==> config.mk <==
export PLATFORM = sky130hd
export DESIGN_NAME = pulse_gen_channel
export DESIGN_NICKNAME = d
export VERILOG_FILES = /design/src/rtl/pulse_gen_pkg.sv /design/src/rtl/pulse_gen_ctrl.sv /design/src/rtl/pulse_gen_dp.sv /design/src/rtl/pulse_gen_channel.sv
export SDC_FILE = /design/constraint.sdc
export NUM_CORES = 1
export LEC_CHECK = 0
export ABC_AREA = 1
export BUFFER_PORTS_ARGS = -buffer_cell sky130_fd_sc_hd__clkbuf_2
export CORE_UTILIZATION = 56
export DETAILED_ROUTE_END_ITERATION = 8
export PLACE_DENSITY = 0.84
export SYNTH_ARGS = -nofsm -noshare
export SYNTH_HDL_FRONTEND = slang
export SYNTH_HIERARCHICAL = 1
export SYNTH_SLANG_ARGS = --single-unit
==> constraint.sdc <==
create_clock -name clk -period 2.6 [get_ports clk]
set_input_delay 0.52 -clock clk [delete_from_list [all_inputs] [get_ports clk]]
set_output_delay 0.52 -clock clk [all_outputs]
set_load 0.02 [all_outputs]
==> src/rtl/pulse_gen_pkg.sv <==
package pulse_gen_pkg;
  localparam int DIV_W = 6;

  typedef struct packed {
    logic loadLow;
    logic loadHigh;
    logic dec;
  } cnt_strobe_t;

  function automatic logic [DIV_W-1:0] divLimit(input logic [1:0] sel);
    logic [DIV_W:0] full;
    full = (DIV_W+1)'(1) << (2 * sel);
    return DIV_W'(full - 1'b1);
  endfunction
endpackage

==> src/rtl/pulse_gen_ctrl.sv <==
module pulse_gen_ctrl
  import pulse_gen_pkg::*;
#(
  parameter int PRE_W = 8
) (
  input  logic             clk,
  input  logic             rstN,
  input  logic [1:0]       clkSel,
  input  logic             chainPre,
  input  logic [PRE_W-1:0] preReload,
  input  logic             srcTrig,
  input  logic             srcGate,
  input  logic             edgeSel,
  input  logic             regEnable,
  input  logic             gateIn,
  input  logic             trigIn,
  input  logic             cntZero,
  output cnt_strobe_t      strb,
  output logic             run,
  output logic             phaseHigh
);
  logic [DIV_W-1:0] divCnt;
  logic [PRE_W-1:0] preCnt;
  logic             gateActPrev;
  logic             gateAct, gateOn, gateOff;
  logic             countTick, borrow, timerTick, step, endPhase;
  logic             runNext;

  assign gateAct = gateIn ^ edgeSel;
  assign gateOn  = gateAct & ~gateActPrev;
  assign gateOff = ~gateAct & gateActPrev;

  always_comb begin
    runNext = run;
    if (srcTrig) begin
      if (trigIn) runNext = 1'b1;
    end else if (srcGate) begin
      if (gateOn)       runNext = 1'b1;
      else if (gateOff) runNext = 1'b0;
    end else begin
      runNext = regEnable;
    end
  end

  assign countTick = run && (divCnt >= divLimit(clkSel));
  assign borrow    = countTick && (preCnt == '0);
  assign timerTick = chainPre ? borrow : countTick;
  assign step      = run && timerTick;
  assign endPhase  = step && cntZero;

  always_comb begin
    strb.loadLow  = !run || (endPhase && phaseHigh);
    strb.loadHigh = endPhase && !phaseHigh;
    strb.dec      = step && !cntZero;
  end

  always_ff @(posedge clk or negedge rstN) begin
    if (!rstN) begin
      run         <= 1'b0;
      gateActPrev <= 1'b0;
      divCnt      <= '0;
      preCnt      <= '0;
      phaseHigh   <= 1'b0;
    end else begin
      run         <= runNext;
      gateActPrev <= gateAct;
      if (!run || countTick) divCnt <= '0;
      else                   divCnt <= divCnt + 1'b1;
      if (!run || borrow)    preCnt <= preReload;
      else if (countTick)    preCnt <= preCnt - 1'b1;
      if (!run)              phaseHigh <= 1'b0;
      else if (endPhase)     phaseHigh <= !phaseHigh;
    end
  end
endmodule

==> src/rtl/pulse_gen_dp.sv <==
module pulse_gen_dp
  import pulse_gen_pkg::*;
#(
  parameter int W = 16
) (
  input  logic         clk,
  input  logic         rstN,
  input  cnt_strobe_t  strb,
  input  logic [W-1:0] lowVal,
  input  logic [W-1:0] highVal,
  output logic [W-1:0] cnt,
  output logic         cntZero
);
  assign cntZero = (cnt == '0);

  always_ff @(posedge clk or negedge rstN) begin
    if (!rstN)              cnt <= '0;
    else if (strb.loadLow)  cnt <= lowVal;
    else if (strb.loadHigh) cnt <= highVal;
    else if (strb.dec)      cnt <= cnt - 1'b1;
  end
endmodule

==> src/rtl/pulse_gen_channel.sv <==
module pulse_gen_channel
  import pulse_gen_pkg::*;
#(
  parameter int LANE_W = 8,
  parameter int PRE_W  = 8,
  localparam int WIDE_W = 2 * LANE_W
) (
  input  logic              clk,
  input  logic              rstN,
  input  logic [1:0]        clkSel,
  input  logic [1:0]        mode,
  input  logic [WIDE_W-1:0] lowReload,
  input  logic [WIDE_W-1:0] highReload,
  input  logic [PRE_W-1:0]  preReload,
  input  logic              srcTrig,
  input  logic              srcGate,
  input  logic              edgeSel,
  input  logic              regEnable,
  input  logic              gateIn,
  input  logic              trigIn,
  input  logic              invert,
  output logic              pulseOut
);
  cnt_strobe_t       strb;
  logic              run, phaseHigh, cntZero;
  logic [WIDE_W-1:0] cnt, lowVal, highVal;

  assign lowVal  = mode[0] ? lowReload  : {{LANE_W{1'b0}}, lowReload[LANE_W-1:0]};
  assign highVal = mode[0] ? highReload : {{LANE_W{1'b0}}, highReload[LANE_W-1:0]};

  pulse_gen_ctrl #(.PRE_W(PRE_W)) u_ctrl (
    .clk(clk), .rstN(rstN), .clkSel(clkSel), .chainPre(mode[1]),
    .preReload(preReload), .srcTrig(srcTrig), .srcGate(srcGate),
    .edgeSel(edgeSel), .regEnable(regEnable), .gateIn(gateIn),
    .trigIn(trigIn), .cntZero(cntZero), .strb(strb), .run(run),
    .phaseHigh(phaseHigh)
  );

  pulse_gen_dp #(.W(WIDE_W)) u_dp (
    .clk(clk), .rstN(rstN), .strb(strb), .lowVal(lowVal),
    .highVal(highVal), .cnt(cnt), .cntZero(cntZero)
  );

  assign pulseOut = (run & phaseHigh) ^ invert;
endmodule

* Word-level counts from Yosys, hierarchy flattened
Cells that the tools add are included.
** Storage, ports and cells
- Register bits after elaboration :: 33
- Input port bits :: 53
- Output and inout bits :: 1
- Logic and storage cells :: 56
** Operators by class
- Add/sub/neg operators :: 4
- $lt $le $gt $ge :: 1
- Equal/unequal tests :: 3
- Shift-type cells :: 1
- Mux-type cells :: 16
- Bitwise operators :: 7
- Reductions and logical operators :: 18
** Operators by type and width (count)
- 2-to-1 mux 16 bit :: 5
- logical NOT 16 bit :: 1
- 2-to-1 mux 8 bit :: 2
- subtractor 16 x 1 -> 16 bit (second input constant) :: 1
- logical NOT 8 bit :: 1
- 2-to-1 mux 1 bit :: 8
- subtractor 8 x 1 -> 8 bit (second input constant) :: 1
- logical AND 1 bit :: 7
- adder 6 x 1 -> 6 bit (second input constant) :: 1
- greater-or-equal comparator 6 bit :: 1
- 2-to-1 mux 6 bit :: 1
- left shift 1 x 3 -> 6 bit (first input constant) :: 1
- subtractor 6 x 1 -> 6 bit (second input constant) :: 1
- inequality test 4 x 2 -> 1 bit (second input constant) :: 1
- bitwise AND 1 bit :: 3
- logical NOT 1 bit :: 3
- logical OR 1 bit :: 3
- nonzero test 3 bit :: 1
- inequality test 2 x 1 -> 1 bit (second input constant) :: 1
- inequality test 2 bit (second input constant) :: 1
- inverter 1 bit :: 2
- AND reduction 2 bit :: 1
- nonzero test 2 bit :: 1
- bitwise XOR 1 bit :: 2

* Depth between registers and ports, before layout
Gate-level depths: netlist of run 1.
- Word-level depth :: 11
- Mapped depth :: 19
- Depth with buffers taken out :: 19

* Hierarchy
Netlist of run 1, hierarchy kept.
** Modules (own cells, without submodules)
- pulse_gen_dp :: instances 1, cells each 198, area each 1296.2 µm², sequential area each 400.4 µm²
- pulse_gen_ctrl :: instances 1, cells each 164, area each 1208.7 µm², sequential area each 425.4 µm²
- pulse_gen_channel :: instances 1, cells each 39, area each 183.9 µm², sequential area each 0.0 µm²

* Worst setup path before layout of run 1
OpenSTA, ideal clock, no wires.
- Kind :: input -> register
- Start point :: input port clkSel[0]
- End point :: register u_dp.cnt[14]
- Setup time :: 124 ps
- Arrival time :: 2217 ps
- Data required time :: 2476 ps
- Path slack :: 259 ps
- Stages :: 17
- Buffers on the path :: 2
- Path through :: nor2_1 inv_1 ha_1 inv_1 nand2_1 nand2_1 nand2_1 nand2_1 nand2_1 nand4_1 o21ai_0 buf_2 inv_2 nand2_2 buf_4 o21ai_1 o21bai_2
** RTL lines
- start: declaration :: line pulse_gen_channel.sv:10 : input logic [1:0] clkSel,
- end signal: assignment :: line pulse_gen_dp.sv:18 : else if (strb.loadLow) cnt <= lowVal;
- end signal: assignment :: line pulse_gen_dp.sv:19 : else if (strb.loadHigh) cnt <= highVal;
- end signal: assignment :: line pulse_gen_dp.sv:20 : else if (strb.dec) cnt <= cnt - 1'b1;
- end: declaration :: line pulse_gen_dp.sv:11 : output logic [W-1:0] cnt,

==> summary by stage, run 1 <==
STA
Setup repair after global routing could not meet its margin everywhere. At the pin with the least slew margin, the transition time is 0.8360 ns. In the finished design, the share of the clock period the worst path needs comes to 97.20%. The final critical delay including setup and external delays is 2.527 ns. The final number of hold-violating endpoints is 0. The worst slew margin relative to its limit is 44.26%. The count of pins over their slew limit was 0. The final-report setup violation count is 0. The highest clock rate is 395.7 MHz. For the final database, setup skew stands at 0.008145 ns. Setup total negative slack on the finished layout was measured at 0 ns.

Placement
The number of input and output port buffers inserted is 53. After legalization and detailed placement, the total HPWL measured 4649 um. After detailed placement, the total cell area comes to 0.003009 sq mm. The count of placed standard cells including taps is 505. The congestion estimate from routability-driven global placement came to 0.9245.

Yosys
Counting flops and latches in the post-synthesis netlist gives 33. In this run the cell area of the synthesized design comes to 0.002689 sq mm. Of the post-synthesis cell area, the dominant cell type holds 30.71%.

The proportion of synthesized flip-flops having asynchronous set or reset is 100.0%. Ranked by instance count, the synthesized netlist is headed by sky130_fd_sc_hd__nand2_1, sky130_fd_sc_hd__inv_1, sky130_fd_sc_hd__nor2_1, sky130_fd_sc_hd__dfrtp_1, sky130_fd_sc_hd__nand3_1. The most common cell in the synthesized netlist is sky130_fd_sc_hd__nand2_1.

A synthesized cell averages 6.705 sq um. Sequential cells were found to cover 30.71% of the synthesized design area. The total of warnings raised by yosys is 6.

The biggest area contributor in the post-synthesis netlist is sky130_fd_sc_hd__dfrtp_1. For this run, the leading register cell type out of synthesis is sky130_fd_sc_hd__dfrtp_1. The number of different library cells used by synthesis comes to 40. In this run, synthesis inferred 0 flip-flops with an integrated enable. Yosys attributes the largest share of cell area to sky130_fd_sc_hd__dfrtp_1, sky130_fd_sc_hd__nand2_1, sky130_fd_sc_hd__inv_1. Synthesis produced a netlist whose cell count is 401. Counting every net in the synthesized netlist gives 464.

Clock tree
The H-tree depth reported by CTS is 2. The maximum root-to-sink buffer count is 2. CTS saw 33 sinks. The clock transition time at the flip-flop clock pins of the worst setup and hold paths is 0.08 ns. TritonCTS built the clock tree. The clock latency on the worst-skew pair is 0.29 ns. Counting the buffers created by CTS gives 5. CTS placed an instance of sky130_fd_sc_hd__clkbuf_8 at the clock tree root.

Detailed routing
The iteration-0 DRC count of the detailed router is 271. In the final routed layout, each cell accounts on average for 12.37 um. The first-pass detailed-route iteration total is 7. The number of DRC violations after detailed routing is 2. The average vias per placed instance is 5.239.

The routed layout has 2,735 vias. The total routed wirelength is 6455 um. The antenna violation net count after detailed routing is 0.

Worst setup path
Data on the critical path is required at its endpoint by 2.77 ns. The worst setup path is captured at a flop. The worst register-to-register path begins at u_dp/cnt[0]. Tracing the worst setup path back leads to its startpoint at u_dp/cnt[0]. The highest net fanout along the worst path is 6. STA classifies the critical path startpoint as a flop. The critical path is of the reg2reg type.

The worst endpoint data arrival time is 2.70 ns.

Cells and area
For this run, the post-layout net count is 532. The number of antenna diodes in the final layout is 0. The share of cells above drive strength 1 is 25.96%. From synthesis to final layout, the design area changed by 20.10%.

The final core utilization is 72.18%. The count of non-filler cells in the finished layout is 522. With fillers left out, the area of the finished cells amounts to 0.003229 sq mm.

Floorplanning
In this run the horizontal extent of the chip is 71.29 um. The die covers 0.005082 sq mm. In this run the core area contains 24 standard-cell rows.

For this design the top-level I/O count stands at 54. Once the floorplan was initialized, standard cells occupied 60.10% of the core. In this run the standard cell core region covers 0.004474 sq mm. From bottom edge to top edge, the die measures 71.29 um.

Power and ir drop
For this design the ratio of total power to cell area is 832.3 mW/mm^2. The maximum VDD drop is 0.4368 mV. The leakage power is 1.874 nW.

GRT
The via count of the first global-routing pass was 2,536. The overall global routing resource usage is 27.60%. The first global-routing pass estimated 11,110 um of wire.

Entering global routing, the biggest net connects 34 pins. The initial antenna violation count is 0. The total congestion overflow after global routing is 0.

Hold path
The type of the most critical hold path is in2async.

Run
Across the run, the number of max-cap violations was 0.

Run status
The checks that failed: design-rule violations. The flow ran to the end, but the final reports show violations.
repair_timing:
item / 4_1_cts / 5_1_grt
resized for setup: 1 / 10
endpoints found under the setup margin: 3 / 16
pin swaps: 0 / 5
hold buffers: 0 / 0
setup buffers: 0 / 9
metrics by stage:
step	worst slack, ns	hold WS, ns	total power [mW]
floorplan	0.2592	0.2244	1.807
global placement	0.08819	0.4918	2.028
detailed placement	-0.09157	0.5045	2.082
CTS	0.01914	0.3411	2.606
global route	-0.1015	0.3854	2.924
finish	0.07280	0.3215	2.688
state kept, by name, summed over array words and instances, names as in the netlist:
signal and count:
u_ctrl/divCnt 6, u_ctrl/gateActPrev 1, u_dp/cnt 16, u_ctrl/preCnt 8, u_ctrl/phaseHigh 1, u_ctrl/run 1
worst max-delay path, stage by stage, from the launching register on:
cell,delay (ns)
sky130_fd_sc_hd__dfrtp_1,0.39
sky130_fd_sc_hd__inv_2,0.10
sky130_fd_sc_hd__ha_4,0.15
sky130_fd_sc_hd__inv_2,0.06
sky130_fd_sc_hd__nor2_2,0.10
sky130_fd_sc_hd__nand3_2,0.15
sky130_fd_sc_hd__nor2_4,0.17
sky130_fd_sc_hd__nand2_2,0.07
sky130_fd_sc_hd__nor2_2,0.15
sky130_fd_sc_hd__nand4_1,0.12
sky130_fd_sc_hd__o21ai_1,0.19
sky130_fd_sc_hd__buf_4,0.17
sky130_fd_sc_hd__inv_2,0.09
sky130_fd_sc_hd__nand2_4,0.11
sky130_fd_sc_hd__buf_4,0.14
sky130_fd_sc_hd__o21ai_1,0.06
sky130_fd_sc_hd__o21bai_2,0.19
final cells by class:
class	instances	area (sq um)
clock inverter	2	37.54
clock buffer	6	82.58
tap	52	65.06
inverter	66	250.2
multi-input combinational	292	1568
sequential	33	825.8
fill	349	1245
timing repair buffer	71	400.4
path summary, 6_finish.rpt:
| check | cells past startpoint | end | slack [ns] |
|---|---|---|---|
| max | 16 | u_dp/cnt[14] | 0.07 |
| min | 1 | u_ctrl/preCnt[3] | 0.32 |
| max reg2reg | 16 | u_dp/cnt[14] | 0.07 |
| min reg2reg | 1 | u_ctrl/divCnt[0] | 0.52 |
| max in group asynchronous | 1 | u_dp/cnt[7] | 1.76 |
| min in group clk | 2 | u_ctrl/gateActPrev | 0.43 |
kinds of logic after synthesis:
family / count (synthesis) / share of synthesized area, %
xor+xnor: 8 / 2.606
flops: 33 / 30.71
buf+inv: 76 / 12.10
fa+ha+maj: 10 / 4.653
compound gates: 53 / 12.38
simple gates: 221 / 37.55
layout by cell type, fill, tap and decap left out, types with 2 or more instances in the layout:
master and count:
sky130_fd_sc_hd__nand2_1 106, sky130_fd_sc_hd__inv_1 56, sky130_fd_sc_hd__nor2_1 54, sky130_fd_sc_hd__clkbuf_2 53, sky130_fd_sc_hd__dfrtp_1 33, sky130_fd_sc_hd__nand3_1 25
sky130_fd_sc_hd__buf_4 18, sky130_fd_sc_hd__o21ai_1 12, sky130_fd_sc_hd__o21ai_0 10, sky130_fd_sc_hd__nand2_2 9, sky130_fd_sc_hd__a21oi_1 9, sky130_fd_sc_hd__ha_1 9
sky130_fd_sc_hd__inv_2 8, sky130_fd_sc_hd__xor2_1 7, sky130_fd_sc_hd__clkbuf_8 6, sky130_fd_sc_hd__nor2_4 6, sky130_fd_sc_hd__nor2_2 6, sky130_fd_sc_hd__o211ai_1 6
sky130_fd_sc_hd__o22ai_1 4, sky130_fd_sc_hd__nand2_4 3, sky130_fd_sc_hd__nor3_1 3, sky130_fd_sc_hd__a31oi_1 3, sky130_fd_sc_hd__nand4_1 2, sky130_fd_sc_hd__nand3b_1 2
sky130_fd_sc_hd__nand3_2 2, sky130_fd_sc_hd__a211oi_1 2, sky130_fd_sc_hd__o21bai_2 2
layer usage:
layer  GRT usage [%]  up-vias  routed length (um)
met1           37.76     1233                2955
met4           8.000        0                  71
met2           45.08       98                3082
li1                -     1392                   -
met5               0        -                   0
met3           4.923       12                 346
where the power goes:
| part | internal [mW] | switching (mW) | leakage, nW | total [mW] |
|---|---|---|---|---|
| Combinational | 0.499 | 0.762 | 1.40 | 1.26 |
| Sequential | 0.693 | 0.219 | 0.414 | 0.912 |
| Clock | 0.312 | 0.203 | 0.0574 | 0.515 |
| Total | 1.50 | 1.18 | 1.87 | 2.69 |
Power figures use the tool's default switching activity.
==> inputs of run 2 (changes only) <==
MAX_ROUTING_LAYER = met4   (was unset)
SKIP_CTS_REPAIR_TIMING = 1   (was unset)
==> run 2 against run 1 <==
Against the previous run:
- the flow still finishes with violations (design-rule violations)
- worst hold slack gained 0.011 ns
- register-to-register slack better by 0.05 ns
- critical path depth is 1 lower
- clock power increased by 0.8%
- power is 0.22% lower
- non-clock buffer count down 3
- setup slack better by 0.047 ns
- die area did not move
- critical path type unchanged
==> summary by stage, run 2 (synthesized netlist as in run 1, its figures left out) <==
Run status
The flow ran to the end, but the final reports show violations. The checks that failed: design-rule violations.

STA
The final number of hold-violating endpoints is 0. The final critical delay including setup and external delays is 2.480 ns. The count of pins over their slew limit came to 0. The final critical path takes up 95.38% of the cycle. Setup violations remaining at the end of the flow were counted as 0. Adding up every negative setup slack in the final design gives 0 ns.

Static timing analysis puts the maximum clock frequency at 403.3 MHz. The slew of the pin with the lowest slew margin is 0.8819 ns. The clock tree skew after final layout is 0.006569 ns. Headroom to the max-slew limit came out at 41.21%.

Clock tree
For this design, the sink count on the clock tree is 33. Clock latency on the worst-skew pair, taken at its later pin, is 0.29 ns. The clock root buffer is sky130_fd_sc_hd__clkbuf_8. The number of clock buffers added by TritonCTS is 5. The longest clock path from root to sink contains 2 buffers. The clock tree from TritonCTS is built.

The clock transition time at the flip-flop clock pins of the worst setup and hold paths is 0.07 ns. The H-tree depth reported by CTS is 2.

Worst setup path
The critical path is of the reg2reg type. In this run the worst path has a maximum fanout of 5. The setup slack of the worst register-to-register path is 0.12 ns.

The critical path endpoint category is a flop. The startpoint kind of the worst setup timing path is a flop. The critical-path cell with the highest stage delay is sky130_fd_sc_hd__dfrtp_1. Walking the worst path, the cells encountered are inv_2, ha_4, inv_2, nor2_1, nand3_2, nor2_4, nand2_1, nor2_2, nand4_1, o21ai_2, inv_2, nand2_4, buf_4, o22ai_1, a31oi_1.

The largest incremental delay on the critical path is 0.39 ns. Measured in cells, the most critical reg-to-reg path has a length of 15. The data required time of the critical path is 2.81 ns.

The worst endpoint data arrival time is 2.69 ns. The cell that appears most often on the critical path is sky130_fd_sc_hd__inv_2.

GRT
The total congestion overflow after global routing is 0. The overall global routing resource usage is 29.02%. For this run, global-route usage on met3 was measured as 5.204%. The met1 capacity usage during global routing is 35.76%. The layer flagged by global routing as most heavily used is met2.

The initial antenna violation count is 0. The global-route wire length before repair is 11,120 um. Entering global routing, the biggest net connects 34 pins. The via count of the first global-routing pass was 2,579. The global-route met2 utilization is 47.20%.

Cells and area
The number of flip-flops under the largest register name is 16. The library cell used most frequently in the layout, excluding fill and tap cells, is sky130_fd_sc_hd__nand2_1. The share of cells above drive strength 1 is 25.70%. The largest register by flop count is u_dp/cnt.

In the layout the commonest cells are sky130_fd_sc_hd__nand2_1, sky130_fd_sc_hd__inv_1, sky130_fd_sc_hd__nor2_1, sky130_fd_sc_hd__clkbuf_2, sky130_fd_sc_hd__dfrtp_1. The antenna diode count is 0. After the last flow step, the layout net total stands at 529. The area growth from synthesis to layout is 19.31%. The largest registers in the layout are u_dp/cnt x16, u_ctrl/preCnt x8, u_ctrl/divCnt x6. The count of non-filler cells in the finished layout is 519.

Floorplanning
The floorplan die area is 0.005082 sq mm. The initialized floorplan defines 24 standard-cell rows. The width of the die is 71.29 um. The initial utilization of the core area, before any placement, comes to 60.10%. The die extent in y is 71.29 um. The count of boundary I/O pins is 54. The core region is 0.004474 sq mm.

Placement
In this run the tool buffered the top-level ports with 53 buffer cells. The congestion estimate from routability-driven global placement came to 0.9212. In this run, placement finished with an instance count of 505. After legalization and detailed placement, the total HPWL measured 4732 um.

Power and ir drop
Power spread over the standard cell area amounts to 836.1 mW/mm^2. The switching component of the power is 1.190 mW. Combinational logic burns 46.3% of the power.

Registers are responsible for 34.4% of the overall power. Power comes to 2.682 mW. The switching share of power is 44.36%. The internal portion of the total power is 1.492 mW. The maximum VDD drop is 0.5227 mV. In this run the static leakage power is 1.858 nW. The clock network accounts for 19.3% of the total power.

Detailed routing
The antenna violation net count after detailed routing is 0. Dividing the detail-routed wire length by the instance count gives 12.95 um. Detailed routing inserted a total of 2,741 vias. The first detailed-routing pass ran for 7 iterations. After detailed routing, the number of remaining DRC violations is 2. The iteration-0 DRC count of the detailed router is 240. After detailed routing, the number of vias per cell comes to 5.281. The total routed wirelength is 6719 um.

Hold path
The type of the most critical hold path is in2async.

Run
Across the run, the number of max-cap violations was 0.
[run 2: changes by cell type in the layout (fill, tap and decap cells not counted)]
| cell | change |
|---|---|
| sky130_fd_sc_hd__inv_1 | -1 |
| sky130_fd_sc_hd__nand2_2 | -1 |
| sky130_fd_sc_hd__o21ai_2 | +1 |
| sky130_fd_sc_hd__inv_2 | +1 |
| sky130_fd_sc_hd__o21ai_1 | -1 |
| sky130_fd_sc_hd__nand2_1 | +1 |
| sky130_fd_sc_hd__buf_4 | -3 |
[run 2: cell type report]
cell class	instances	area [sq um]
clock buffers	6	82.58
clock inverters	2	37.54
fillers	386	1266
inverters	66	250.2
multi-input cells	292	1569
flip-flops and latches	33	825.8
well taps	52	65.06
repair buffers	68	377.9
[run 2: per-layer routing]
layer  vias to the layer above  share of wire (%)  wire, um
li1                       1385                  -         -
met1                      1229                 43      2885
met2                       111                 48      3240
met3                        16                6.6       446
met4                         0                2.2       146
met5                         -                  0         0
[run 2: final timing paths]
| path | end | start |
|---|---|---|
| max in group asynchronous | u_dp/cnt[3] | rstN |
| min in group clk | u_ctrl/gateActPrev | gateIn |
| setup / recovery | u_dp/cnt[4] | u_dp/cnt[0] |
| setup reg to reg | u_dp/cnt[4] | u_dp/cnt[0] |
| hold / removal | u_ctrl/preCnt[3] | rstN |
| hold reg to reg | u_ctrl/divCnt[0] | u_ctrl/divCnt[0] |
[run 2: through the flow]
step	util [%]	hold WS [ns]	cell area [sq um]	setup WS (ns)
final	71.70	0.3323	3208	0.1202
after global routing	71.70	0.3747	3208	-0.08842
after CTS	69.94	0.3469	3129	-0.07553
after detailed placement	67.25	0.4939	3009	-0.1080
after global placement	67.25	0.4923	3009	0.01351
after floorplan	-	0.2244	2689	0.2592
[run 2: power groups by stage]
stage	combinational, mW	clock (mW)	sequential [mW]
6_report	1.24	0.519	0.923
5_1_grt	1.41	0.556	0.949
4_1_cts	1.17	0.529	0.913
3_5_place_dp	1.16	0	0.914
3_3_place_gp	1.12	0	0.905
2_1_floorplan	0.947	0	0.859
[run 2: critical path, delay by kind of cell, from the launching register on]
kind            cells  cell delay (ns)
simple gates        7             0.95
compound gates      3             0.50
flops               1             0.39
fa+ha+maj           1             0.15
buf+inv             4             0.40
==> inputs of run 3 (changes only) <==
==> constraint.sdc (replaced) <==
create_clock -name clk -period 2.6 [get_ports clk]
set_input_delay 0.13 -clock clk [delete_from_list [all_inputs] [get_ports clk]]
set_output_delay 0.13 -clock clk [all_outputs]
set_load 0.02 [all_outputs]
==> run 3 against run 2 <==
Against the previous run:
- the run still ends with design-rule violations left
- sequential cell count is the same
- sequential share of layout area up 0.33 points
- clock skew fell by 0.0045 ns
- sequential power shrank 2%
- critical endpoint is now u_dp/cnt[8]
- highest routed layer unchanged
==> summary by stage, run 3 (synthesized netlist as in run 1, its figures left out) <==
Power and ir drop
The leakage power is 1.833 nW. Dividing total power by cell area gives a power density of 829.8 mW/mm^2. The maximum VDD drop is 0.4413 mV. After layout, the design draws a total of 2.629 mW.

Detailed routing
The antenna violation net count after detailed routing is 0. The average vias per placed instance is 5.103. The average wire per standard cell is 11.82 um. The number of vias after detailed routing is 2,618. The first TritonRoute pass finished after 7 iterations. The total routed wirelength is 6064 um.

The iteration-0 DRC count of the detailed router is 195. The number of DRC violations after detailed routing is 2.

Worst setup path
The data required time of the critical path is 2.82 ns. Walking the worst path, the cells encountered are inv_2, ha_4, inv_2, nor2_1, nand3_2, nor2_4, nand2_1, nor2_2, inv_1, nor2_1, nand2_1, inv_2, nor2_1, nor2_2, inv_2, nor2_1, o21ai_1, nand3_1. The worst setup path is of the reg2reg kind.

The highest net fanout along the worst path is 7. STA classifies the critical path startpoint as a flop. The critical-path cell with the highest stage delay is sky130_fd_sc_hd__dfrtp_1. STA puts the critical path data arrival time at 2.67 ns. The critical path endpoint category is a flop.

The largest incremental delay on the critical path is 0.40 ns.

Floorplanning
The width of the die is 71.29 um. The core region area is 0.004474 sq mm. The die covers 0.005082 sq mm. The count of boundary I/O pins is 54.

The cell row count is 24. The die extent in y is 71.29 um. Once the floorplan was initialized, standard cells occupied 60.10% of the core.

Clock tree
In this run the clock root is driven by a sky130_fd_sc_hd__clkbuf_8. The clock transition time at the flip-flop clock pins of the worst setup and hold paths is 0.07 ns. The maximum root-to-sink buffer count is 2. The clock reaches the later pin of the worst-skew pair after 0.28 ns. In this run, CTS created clock tree buffers numbering 5. The H-tree depth reported by CTS is 2. CTS saw 33 sinks. The clock tree from TritonCTS is built.

Cells and area
The final layout contains 523 nets. The largest registers in the layout are u_dp/cnt x16, u_ctrl/preCnt x8, u_ctrl/divCnt x6. Counting flops per register, the top entry is u_dp/cnt.

The layout has 371 filler cells. The register with the most flip-flops in the layout has 16 of them. The number of antenna diodes in the final layout is 0. Leaving out fill and tap cells, the most frequent cell in the layout is sky130_fd_sc_hd__nand2_1. In the layout the commonest cells are sky130_fd_sc_hd__nand2_1, sky130_fd_sc_hd__inv_1, sky130_fd_sc_hd__nor2_1, sky130_fd_sc_hd__clkbuf_2, sky130_fd_sc_hd__dfrtp_1. Cells with a size suffix above 1 make up 24.30% of the layout. The area growth from synthesis to layout is 17.82%.

GRT
Global routing consumed, over all layers together, 26.32% of the routing resources. The via count of the first global-routing pass is 2,493. The global-route wire length before repair is 10,320 um. The maximum number of pins on one net before global-route repair is 34.

The total congestion overflow after global routing is 0. The initial antenna violation count is 0.

STA
The count of pins over their slew limit is 0. The worst slew margin relative to its limit is 44.25%. The share of the clock period used by the worst path after layout is 94.13%.

The highest clock rate is 408.6 MHz. The final number of hold-violating endpoints came to 0. The tightest hold path in the finished design has a slack of 0.03738 ns. Subtracting the final worst setup slack from the clock period gives 2.447 ns. Setup violations remaining at the end of the flow were counted as 0. The final total negative setup slack is 0 ns. For the pin with the worst max-slew slack, the measured transition is 0.8363 ns. The clock tree skew after final layout is 0.002047 ns.

Run
Across the run, the number of max-cap violations was 0.

Placement
The weighted congestion reported at the end of routability-driven placement is 0.9287. The number of input and output port buffers inserted is 53. The final HPWL from detailed placement is 4604 um.

Hold path
In this run the worst hold path is classified as in2reg.

Run status
The checks that failed: design-rule violations. The run finished, with violations left.
==> run 3: final timing paths <==
| kind | slack, ns | to | depth (start not counted) | from |
|---|---|---|---|---|
| max in group asynchronous | 1.60 | u_ctrl/divCnt[5] | 2 | rstN |
| worst max register to register | 0.15 | u_dp/cnt[8] | 18 | u_dp/cnt[1] |
| worst min-delay path | 0.04 | u_ctrl/gateActPrev | 2 | gateIn |
| worst max-delay path | 0.15 | u_dp/cnt[8] | 18 | u_dp/cnt[1] |
| min in group asynchronous | 0.48 | u_ctrl/preCnt[3] | 2 | rstN |
| worst min register to register | 0.49 | u_ctrl/divCnt[0] | 1 | u_ctrl/divCnt[0] |
==> run 3: metrics by stage <==
stage                     setup slack, ns  cells  area (sq um)  util, %
after floorplan                    0.3011    401          2689        -
after global placement             0.1532    501          2992    66.86
after detailed placement         0.003222    501          2992    66.86
after CTS                        -0.01949    509          3112    69.55
after global routing             -0.04866    513          3168    70.81
final                              0.1527    513          3168    70.81
==> run 3: area by class of cell <==
| cell class | instances | area, sq um | area share [%] |
|---|---|---|---|
| clock buffers | 6 | 82.58 | 2.607 |
| clock inverters | 2 | 37.54 | 1.185 |
| inverters | 66 | 247.7 | 7.820 |
| multi-input cells | 292 | 1562 | 49.29 |
| flip-flops and latches | 33 | 825.8 | 26.07 |
| well taps | 52 | 65.06 | 2.054 |
| repair buffers | 62 | 347.8 | 10.98 |
==> run 3: report_power, final <==
part           internal (mW)  total (mW)  switching [mW]
Sequential             0.693       0.906           0.213
Clock                  0.312       0.510           0.198
Combinational          0.474        1.21           0.738
Total                   1.48        2.63            1.15
==> run 3: critical path, delay by kind of cell, from the launching register on <==
| family | cells | cell delay (ns) |
|---|---|---|
| flops | 1 | 0.40 |
| compound gates | 1 | 0.07 |
| buf+inv | 5 | 0.44 |
| fa+ha+maj | 1 | 0.14 |
| simple gates | 11 | 1.30 |
==> run 3: routing by layer <==
metal / wire length (um) / track usage, % / vias to the layer above
li1: - / - / 1376
met1: 2817 / 31.70 / 1156
met2: 2851 / 44.23 / 77
met3: 314 / 5.204 / 9
met4: 80 / 8.889 / 0
met5: 0 / - / -
